File: src/rtl/ltmr_pkg.sv
package ltmr_pkg;
    localparam int CTRL_W   = 11;
    localparam int VEC_W    = 8;
    localparam int MASK_BIT = 8;
    localparam int MODE_LSB = 9;

    typedef enum logic [1:0] {
        M_ONESHOT  = 2'd0,
        M_PERIODIC = 2'd1,
        M_DEADLINE = 2'd2,
        M_RSVD     = 2'd3
    } mode_e;

    typedef enum logic [1:0] {
        A_CTRL = 2'd0,
        A_INIT = 2'd1,
        A_CUR  = 2'd2,
        A_DL   = 2'd3
    } addr_e;

    typedef enum logic [1:0] {
        ST_IDLE  = 2'd0,
        ST_COUNT = 2'd1,
        ST_ARMED = 2'd2
    } state_e;
endpackage

File: src/rtl/ltmr_prescale.sv
module ltmr_prescale #(
    parameter int DIV = 1
) (
    input  logic clk,
    input  logic rst_n,
    output logic tick
);
    localparam int PW = (DIV > 1) ? $clog2(DIV) : 1;
    localparam logic [PW-1:0] LAST = PW'(DIV - 1);

    logic [PW-1:0] cnt_q;

    always_ff @(posedge clk) begin
        if (!rst_n)             cnt_q <= '0;
        else if (cnt_q == LAST) cnt_q <= '0;
        else                    cnt_q <= cnt_q + 1'b1;
    end

    assign tick = (cnt_q == LAST);
endmodule

File: src/rtl/ltmr_cmp.sv
module ltmr_cmp #(
    parameter int W = 64
) (
    input  logic [W-1:0] a,
    input  logic [W-1:0] b,
    output logic         ge
);
    assign ge = (a >= b);
endmodule

File: src/rtl/ltmr_regread.sv
module ltmr_regread
    import ltmr_pkg::*;
#(
    parameter int TS_W  = 64,
    parameter int CNT_W = 32
) (
    input  logic [1:0]        addr,
    input  mode_e             mode,
    input  logic [CTRL_W-1:0] ctrl,
    input  logic [CNT_W-1:0]  init_cnt,
    input  logic [CNT_W-1:0]  cur_cnt,
    input  logic [TS_W-1:0]   dl,
    output logic [TS_W-1:0]   rdata
);
    logic cnt_vis;
    logic dl_vis;

    always_comb begin
        cnt_vis = (mode == M_ONESHOT) || (mode == M_PERIODIC);
        dl_vis  = (mode == M_DEADLINE);
        unique case (addr)
            A_CTRL:  rdata = TS_W'(ctrl);
            A_INIT:  rdata = cnt_vis ? TS_W'(init_cnt) : '0;
            A_CUR:   rdata = cnt_vis ? TS_W'(cur_cnt) : '0;
            default: rdata = dl_vis ? dl : '0;
        endcase
    end
endmodule

File: src/rtl/core_timer.sv
module core_timer
    import ltmr_pkg::*;
#(
    parameter int TS_W  = 64,
    parameter int CNT_W = 32,
    parameter int DIV   = 1
) (
    input  logic            clk,
    input  logic            rst_n,
    input  logic            wr_en,
    input  logic [1:0]      addr,
    input  logic [TS_W-1:0] wdata,
    output logic [TS_W-1:0] rdata,
    input  logic [TS_W-1:0] tsc,
    output logic            irq,
    output logic [7:0]      irq_vector
);
    localparam logic [CNT_W-1:0] ONE = CNT_W'(1);

    state_e            state_q, state_n;
    logic [CTRL_W-1:0] ctrl_q, ctrl_n;
    logic [CNT_W-1:0]  init_q, init_n;
    logic [CNT_W-1:0]  cur_q, cur_n;
    logic [TS_W-1:0]   dl_q, dl_n;
    logic              irq_q;
    logic              fire;
    logic              tick;
    logic              tsc_ge_dl;
    logic              tsc_ge_wr;
    mode_e             mode_q, mode_wr;
    logic              cnt_mode;

    assign mode_q   = mode_e'(ctrl_q[MODE_LSB +: 2]);
    assign mode_wr  = mode_e'(wdata[MODE_LSB +: 2]);
    assign cnt_mode = (mode_q == M_ONESHOT) || (mode_q == M_PERIODIC);

    ltmr_prescale #(.DIV(DIV)) u_pre (.clk(clk), .rst_n(rst_n), .tick(tick));
    ltmr_cmp #(.W(TS_W)) u_cmp_exp (.a(tsc), .b(dl_q),  .ge(tsc_ge_dl));
    ltmr_cmp #(.W(TS_W)) u_cmp_wr  (.a(tsc), .b(wdata), .ge(tsc_ge_wr));
    ltmr_regread #(.TS_W(TS_W), .CNT_W(CNT_W)) u_rd (
        .addr(addr), .mode(mode_q), .ctrl(ctrl_q), .init_cnt(init_q),
        .cur_cnt(cur_q), .dl(dl_q), .rdata(rdata)
    );

    // State register and datapath registers
    always_ff @(posedge clk) begin
        if (!rst_n) begin
            state_q <= ST_IDLE;
            ctrl_q  <= '0;
            init_q  <= '0;
            cur_q   <= '0;
            dl_q    <= '0;
            irq_q   <= 1'b0;
        end else begin
            state_q <= state_n;
            ctrl_q  <= ctrl_n;
            init_q  <= init_n;
            cur_q   <= cur_n;
            dl_q    <= dl_n;
            irq_q   <= fire & ~ctrl_q[MASK_BIT];
        end
    end

    // Next state: timer progress first, register writes take precedence
    always_comb begin
        state_n = state_q;
        ctrl_n  = ctrl_q;
        init_n  = init_q;
        cur_n   = cur_q;
        dl_n    = dl_q;
        fire    = 1'b0;

        unique case (state_q)
            ST_IDLE: ;
            ST_COUNT: begin
                if (tick) begin
                    if (cur_q == ONE) begin
                        fire = 1'b1;
                        if (mode_q == M_PERIODIC) begin
                            cur_n = init_q;
                        end else begin
                            cur_n   = '0;
                            state_n = ST_IDLE;
                        end
                    end else begin
                        cur_n = cur_q - ONE;
                    end
                end
            end
            ST_ARMED: begin
                if (tsc_ge_dl) begin
                    fire    = 1'b1;
                    dl_n    = '0;
                    state_n = ST_IDLE;
                end
            end
            default: state_n = ST_IDLE;
        endcase

        if (wr_en) begin
            unique case (addr)
                A_CTRL: begin
                    ctrl_n = wdata[CTRL_W-1:0];
                    if (mode_wr != mode_q) begin
                        init_n  = '0;
                        cur_n   = '0;
                        dl_n    = '0;
                        state_n = ST_IDLE;
                        fire    = 1'b0;
                    end
                end
                A_INIT: begin
                    if (cnt_mode) begin
                        init_n  = wdata[CNT_W-1:0];
                        cur_n   = wdata[CNT_W-1:0];
                        fire    = 1'b0;
                        state_n = (wdata[CNT_W-1:0] != '0) ? ST_COUNT : ST_IDLE;
                    end
                end
                A_DL: begin
                    if (mode_q == M_DEADLINE) begin
                        if (!tsc_ge_wr) begin
                            dl_n    = wdata;
                            state_n = ST_ARMED;
                            fire    = 1'b0;
                        end else begin
                            dl_n    = '0;
                            state_n = ST_IDLE;
                            fire    = (wdata != '0);
                        end
                    end
                end
                default: ;
            endcase
        end
    end

    // Outputs
    always_comb begin
        irq        = irq_q;
        irq_vector = ctrl_q[VEC_W-1:0];
    end

    assert_mode_change_clears_R2: assert property (@(posedge clk) disable iff (!rst_n)
        (wr_en && addr == A_CTRL && mode_wr != mode_q)
        |=> (init_q == '0 && cur_q == '0 && dl_q == '0 && state_q == ST_IDLE));

    assert_counts_hidden_R3: assert property (@(posedge clk) disable iff (!rst_n)
        (mode_q == M_DEADLINE && (addr == A_INIT || addr == A_CUR)) |-> rdata == '0);

    assert_deadline_hidden_R4: assert property (@(posedge clk) disable iff (!rst_n)
        (mode_q != M_DEADLINE && addr == A_DL) |-> rdata == '0);

    assert_oneshot_stops_R5: assert property (@(posedge clk) disable iff (!rst_n)
        (state_q == ST_COUNT && mode_q == M_ONESHOT && tick && cur_q == ONE && !wr_en)
        |=> (state_q == ST_IDLE && irq == !$past(ctrl_q[MASK_BIT])));

    assert_armed_nonzero_R7: assert property (@(posedge clk) disable iff (!rst_n)
        (state_q == ST_ARMED) |-> dl_q != '0);

    assert_zero_disarms_R9: assert property (@(posedge clk) disable iff (!rst_n)
        (wr_en && addr == A_DL && mode_q == M_DEADLINE && wdata == '0)
        |=> (!irq && dl_q == '0 && state_q == ST_IDLE));

    assert_mask_blocks_R11: assert property (@(posedge clk) disable iff (!rst_n)
        irq |-> !$past(ctrl_q[MASK_BIT]));
endmodule

File: config.mk
export PLATFORM = sky130hd
export DESIGN_NAME = core_timer
export DESIGN_NICKNAME = d
export VERILOG_FILES = /design/src/rtl/ltmr_pkg.sv /design/src/rtl/ltmr_prescale.sv /design/src/rtl/ltmr_cmp.sv /design/src/rtl/ltmr_regread.sv /design/src/rtl/core_timer.sv
export SDC_FILE = /design/constraint.sdc
export NUM_CORES = 1
export LEC_CHECK = 0
export BUFFER_PORTS_ARGS = -buffer_cell sky130_fd_sc_hd__buf_2
export CAP_MARGIN = 20
export CELL_PAD_IN_SITES_DETAIL_PLACEMENT = 1
export CELL_PAD_IN_SITES_GLOBAL_PLACEMENT = 1
export CORE_UTILIZATION = 45
export DETAILED_ROUTE_END_ITERATION = 12
export PLACE_DENSITY = 0.89
export SYNTH_ARGS = -nofsm -noshare
export SYNTH_HDL_FRONTEND = slang
export SYNTH_SLANG_ARGS = --single-unit
File: constraint.sdc
create_clock -name clk -period 4.4 [get_ports clk]
set_input_delay 0.22 -clock clk [delete_from_list [all_inputs] [get_ports clk]]
set_output_delay 0.22 -clock clk [all_outputs]
set_load 0.005 [all_outputs]
=== Word level (Yosys, flattened, before mapping) ===
Index checks and enable logic that the tools add are counted.

* Magnitude comparators: 2
* Equality and inequality tests: 11
* Multiply operators: 0
* Shift-type cells: 0
* Divide/modulo/power cells: 0
* Bitwise gates (word level): 2
* $add $sub $neg: 2
* Mux-type cells: 44
* Reduce and logical (&&, ||, !) cells: 10

{| class="wikitable"
|+ Operator list
! operator !! number
|-
| two-way mux 64 bit || 7
|-
| two-way mux 32 bit || 11
|-
| case mux 64 bit (3 select lines) || 1
|-
| >= comparator 64 bit || 2
|-
| case mux 32 bit (2 select lines) || 2
|-
| case mux 64 bit (2 select lines) || 1
|-
| nonzero test 64 bit || 1
|-
| == test 32 x 1 -> 1 bit (second input constant) || 1
|-
| nonzero test 32 bit || 1
|-
| subtractor 32 x 1 -> 32 bit (second input constant) || 1
|-
| two-way mux 2 bit || 9
|-
| case mux 2 bit (3 select lines) || 2
|-
| two-way mux 1 bit || 9
|-
| == test 2 bit (second input constant) || 4
|-
| == test 2 x 1 -> 1 bit (second input constant) || 3
|-
| zero test 2 bit || 3
|-
| != test 2 bit (second input constant) || 2
|-
| AND reduction 2 bit || 2
|-
| AND reduction 4 bit || 1
|-
| case mux 1 bit (3 select lines) || 1
|-
| != test 2 bit || 1
|-
| case mux 1 bit (2 select lines) || 1
|-
| nonzero test 2 bit || 1
|-
| adder 1 bit (second input constant) || 1
|-
| other kinds (3) || 3
|}

* RAM bits: 0
* Latch bits: 0
* Word-level logic and storage cells: 78
* Output and inout bits: 73
* Bits in read-only memories: 0
* Memories kept: 0
* Register bits: 143
* Bits of input ports: 133

=== Depth between registers and ports, before layout ===
* Word-level depth: 8
* Mapped depth: 12

=== Hierarchy ===
A second synthesis with hierarchy kept.

* Cell total of the unflattened synthesis: 1348
* Area total of the unflattened synthesis: 10587.7 um^2

{| class="wikitable"
|+ Modules (own cells, without submodules)
! module !! times used !! sequential area each (um^2) !! cells an instance !! area an instance (um^2)
|-
| core_timer || 1 || 2842.7 || 751 || 6491.2
|-
| ltmr_cmp || 2 || 0.0 || 228 || 1581.5
|-
| ltmr_regread || 1 || 0.0 || 138 || 905.9
|-
| ltmr_prescale || 1 || 20.0 || 3 || 27.5
|}

=== Worst setup path after synthesis ===
Ideal clock, no wire load.

* Kind: input -> register
* From: input wdata[10]
* To: register dl_q[22]
* Data required time: 4.273 ns
* Buffers on the path: 3
* Arrival: 2.334 ns
* Setup time: 0.127 ns
* Setup slack: 1.939 ns
* Cell stages on the path: 12
* Path through: clkbuf_1 inv_1 ha_1 nand2_1 nor3_1 or4b_1 a311oi_1 nor4_2 and2_1 buf_6 buf_6 o2bb2ai_1

* Word-level cells in the longest chain between the ends: 5
* Elaborated cells on any way between the ends: 7
* Classes of those cells: order compare: 1; eq/ne: 1; mux: 5

{| class="wikitable"
|+ Ends and longest elaborated chain
! item !! RTL line !! source
|-
| from (decl) || core_timer.sv:12 || <nowiki>input logic [TS_W-1:0] wdata,</nowiki>
|-
| >= comparator 64 bit || ltmr_cmp.sv:8 || <nowiki>assign ge = (a >= b);</nowiki>
|-
| two-way mux 64 bit || core_timer.sv:122 || <nowiki>if (!tsc_ge_wr) begin</nowiki>
|-
| two-way mux 64 bit || core_timer.sv:121 || <nowiki>if (mode_q == M_DEADLINE) begin</nowiki>
|-
| case mux 64 bit (2 select lines) * || core_timer.sv:101 || <nowiki>unique case (addr)</nowiki>
|-
| two-way mux 64 bit * || core_timer.sv:100 || <nowiki>if (wr_en) begin</nowiki>
|-
| to (signal assigned) || core_timer.sv:59 || <nowiki>dl_q <= dl_n;</nowiki>
|-
| to (decl) || core_timer.sv:24 || <nowiki>logic [TS_W-1:0] dl_q, dl_n;</nowiki>
|}

Mark *: on every way between the ends. The rest lies on a longest branch, timed or not.
A chain may end at the register's enable or synchronous reset.

=== Worst setup path in the final report ===
* From: register ctrl_q[10]
* To: register cur_q[0]

* Word-level cells in the longest chain between the ends: 8
* Elaborated cells on any way between the ends: 12
* Classes of those cells: eq/ne: 2; mux: 8; reduce/logical: 2

{| class="wikitable"
|+ Ends and longest elaborated chain
! item !! RTL line !! source
|-
| from (decl) || core_timer.sv:21 || <nowiki>logic [CTRL_W-1:0] ctrl_q, ctrl_n;</nowiki>
|-
| from (signal assigned) || core_timer.sv:56 || <nowiki>ctrl_q <= ctrl_n;</nowiki>
|-
| == test 2 x 1 -> 1 bit || core_timer.sv:35, core_timer.sv:79 ||
|-
| two-way mux 32 bit || core_timer.sv:79 || <nowiki>if (mode_q == M_PERIODIC) begin</nowiki>
|-
| two-way mux 32 bit || core_timer.sv:77 || <nowiki>if (cur_q == ONE) begin</nowiki>
|-
| two-way mux 32 bit || core_timer.sv:76 || <nowiki>if (tick) begin</nowiki>
|-
| two-way mux 32 bit || core_timer.sv:73 || <nowiki>unique case (state_q)</nowiki>
|-
| two-way mux 32 bit (on tied branches) || core_timer.sv:113, core_timer.sv:104 ||
|-
| case mux 32 bit (2 select lines) || core_timer.sv:101 ||
|-
| two-way mux 32 bit * || core_timer.sv:100 ||
|-
| to (signal assigned) || core_timer.sv:58 || <nowiki>cur_q <= cur_n;</nowiki>
|-
| to (decl) || core_timer.sv:23 || <nowiki>logic [CNT_W-1:0] cur_q, cur_n;</nowiki>
|}

Marked as above.

==> metrics.yaml <==
sta:
  finalHoldWorstSlack_ns: 0.0144
  fin_crit_ns: 3.29
  max_freq_mhz: 304
  min_period_over_period: 0.748
  fin_setup_tns_ns: 0
  hold_viol: 0
  slew_viol_final: 0
  finalSetupViolations: 0
  fin_worst_skew_ns: 0.0138
  rsz0062_at_grt: "no"
  setup_slack_ns: 1.11
  worstMarginPinSlew_ns: 0.966
  max_slew_margin: 0.355
routing:
  wire_per_inst_um: 22.6
  num_vias: 12582
  drt_pass1_iterations: 6
  first_iter_violations: 1122
  wl_mm: 44.8
  routed_via_density: 6.33
  drc: 0
  final_antenna_net_count: 0
clock_tree:
  cts.hold.buffers_added: 0
  ctsHtreeMaxLevel: 4
  cts-root-buf: "clkbuf_16"
  clockBufferDepth: 2
  post_cts_buffers: 0
  clkTransAtPathRegs_ns: 0.07
  numClockSinks: 143
  cts_made_buffers: 17
  tritoncts: "built"
  worstSkewPairLatency_ns: 0.45
  cts_resized: 0
cells_and_area:
  nFillCells: 3148
  utilization: 0.535
  finalNetCount: 1919
  area_delta_synth_final_pct: 15.3
  layout-drive-gt1-share: 0.170
flow_run:
  drv_cap: 0
critical_path:
  worst-path-max-fanout: 27
  startpoint_type: "flop"
  critical_path_class: "flop to flop"
  cp-end-kind: "flop"
  rr_worst_depth: 7
  cp_data_required_time_ns: 4.72
  critPathArrivalTime_ns: 3.61
power:
  power.density_nw_per_um2: 288
  p_leak_nw: 5.36
  power_frac_clock: 0.410
  seqPwrFrac: 0.360
  swShare: 0.329
  ir_drop_mv: 0.231
  internal_power_w: 0.00253
  power.switching_w: 0.00124
  combPwrFrac: 0.230
synthesis:
  synth_top_area_share: 0.252
  synthCells: 1505
  yosysTopAreaCell: "dfxtp_1"
  ys_seq_elements: 143
  synth_flop_cell: "dfxtp_1"
  ys_top_cells_by_area: "dfxtp_1 25%, ha_1 15%, nand2_1 7.2%"
  synth_edf_count: 0
  synth.cell_area_um2: 11400
  yosysUniqueCellTypes: 79
  avgSynthCellArea_um2: 7.56
  yosys_warnings: 0
  synth_common_cells: "217 x nand2_1, 144 x inv_1, 143 x dfxtp_1"
  ys_async_sr_fraction: 0
  synth_nets: 1776
  synth_most_common_cell: "nand2_1"
  ys_seq_area_frac: 0.252
hold_path:
  min_path_type: "primary input to flop"
  min_path_cells: 2
global_route:
  grt_pass1_vias: 12788
  antenna_found_initial: 3
  grt_usage: 0.342
  grt_max_degree: 65
  grt_pass1_wl_mm: 70.2
  grt_overflow: 0
place:
  dp_hpwl_mm: 32.2
  pre_cts_slack_ns: 0.969
  portBuffers: 205
  routabilityCongestion: 0.891
floorplanning:
  core_um2: 24500
  die_h_um: 161
  dieArea_um2: 25900
  die_w_um: 161
  ios: 206
  std_cell_rows: 57
  initial_utilization: 0.464
outcome:
  status: "finished clean"
==> worst paths after layout <==
kind | startpoint | end | slack (ns)
setup / recovery | ctrl_q[10] | cur_q[0] | 1.11
hold / removal | wdata[42] | dl_q[42] | 0.01
setup reg to reg | ctrl_q[10] | cur_q[0] | 1.11
hold reg to reg | dl_q[43] | dl_q[43] | 0.46
==> per-stage QoR <==
stage	power [W]	cells	cell area [µm²]
floorplan	0.00190	1505	11400
global placement	0.00218	1953	12500
detailed placement	0.00222	1953	12500
CTS	0.00375	1985	13100
global route	0.00390	1987	13100
finish	0.00378	1987	13100
==> per-layer routing <==
layer | wire (µm) | vias up | GRT usage
met3 | 3280 | 138 | 0.0539
met2 | 20900 | 609 | 0.562
met4 | 1790 | 0 | 0.157
met1 | 18900 | 6138 | 0.440
met5 | 0 | - | 0
li1 | - | 5697 | -
==> power by group through the flow <==
| stage | Sequential, W | Clock, W | Combinational (W) |
|---|---|---|---|
| floorplan | 0.00137 | 0 | 0.000529 |
| global placement | 0.00138 | 0 | 0.000794 |
| detailed placement | 0.00139 | 0 | 0.000829 |
| CTS | 0.00136 | 0.00155 | 0.000848 |
| global route | 0.00136 | 0.00160 | 0.000942 |
| finish | 0.00136 | 0.00155 | 0.000867 |
==> sequential cells by signal (all words and copies together) (netlist names) <==
| name | cells |
|---|---|
| ctrl_q | 11 |
| state_q | 2 |
| u_pre.cnt_q | 1 |
| dl_q | 64 |
| init_q | 32 |
| cur_q | 32 |
| irq | 1 |
==> layout by cell type, fill, tap and decap left out, types with 10 or more instances in the layout <==
cell type	Yosys	layout
o211ai_1	11	11
clkbuf_16	0	17
inv_1	144	144
ha_1	138	137
and2_1	43	41
nor4_1	25	25
a21oi_1	90	90
o21ai_0	95	95
buf_2	9	205
dfxtp_1	143	143
a221oi_1	10	10
nor3_1	28	28
nor2_1	41	41
nand3_1	74	74
a22oi_1	46	46
nand2_1	217	217
buf_4	10	19
or3_1	10	10
a21boi_0	42	42
nand4_1	31	31
o2bb2ai_1	64	64
==> layout make-up <==
type                            instances  area [µm²]  area share
Multi-Input combinational cell       1117        7510       0.572
Timing Repair Buffer                  225        1190      0.0906
Clock buffer                           19         443      0.0338
Antenna cell                            2        5.00    0.000382
Inverter                              144         541      0.0412
Tap cell                              324         405      0.0309
Sequential cell                       143        2860       0.218
Clock inverter                         13         164      0.0125
==> logic make-up after synthesis <==
family                   share of synthesized area
AND/OR/NAND/NOR                              0.238
AO/OA/AOI/OAI                                0.262
buffers and inverters                       0.0918
flip-flops                                   0.252
adder cells (fa/ha/maj)                      0.152
XOR/XNOR                                   0.00308
multiplexers                               0.00176
other                                     0.000330
==> critical path, cell delays in order (launching register included) <==
cell and delay [ns]:
dfxtp_1 0.91, xnor2_1 0.23, a31oi_1 0.49, nand2_1 0.62
buf_4 0.45, o211ai_1 0.13, o21ai_0 0.13, and2_1 0.19
Power figures use the tool's default switching activity.
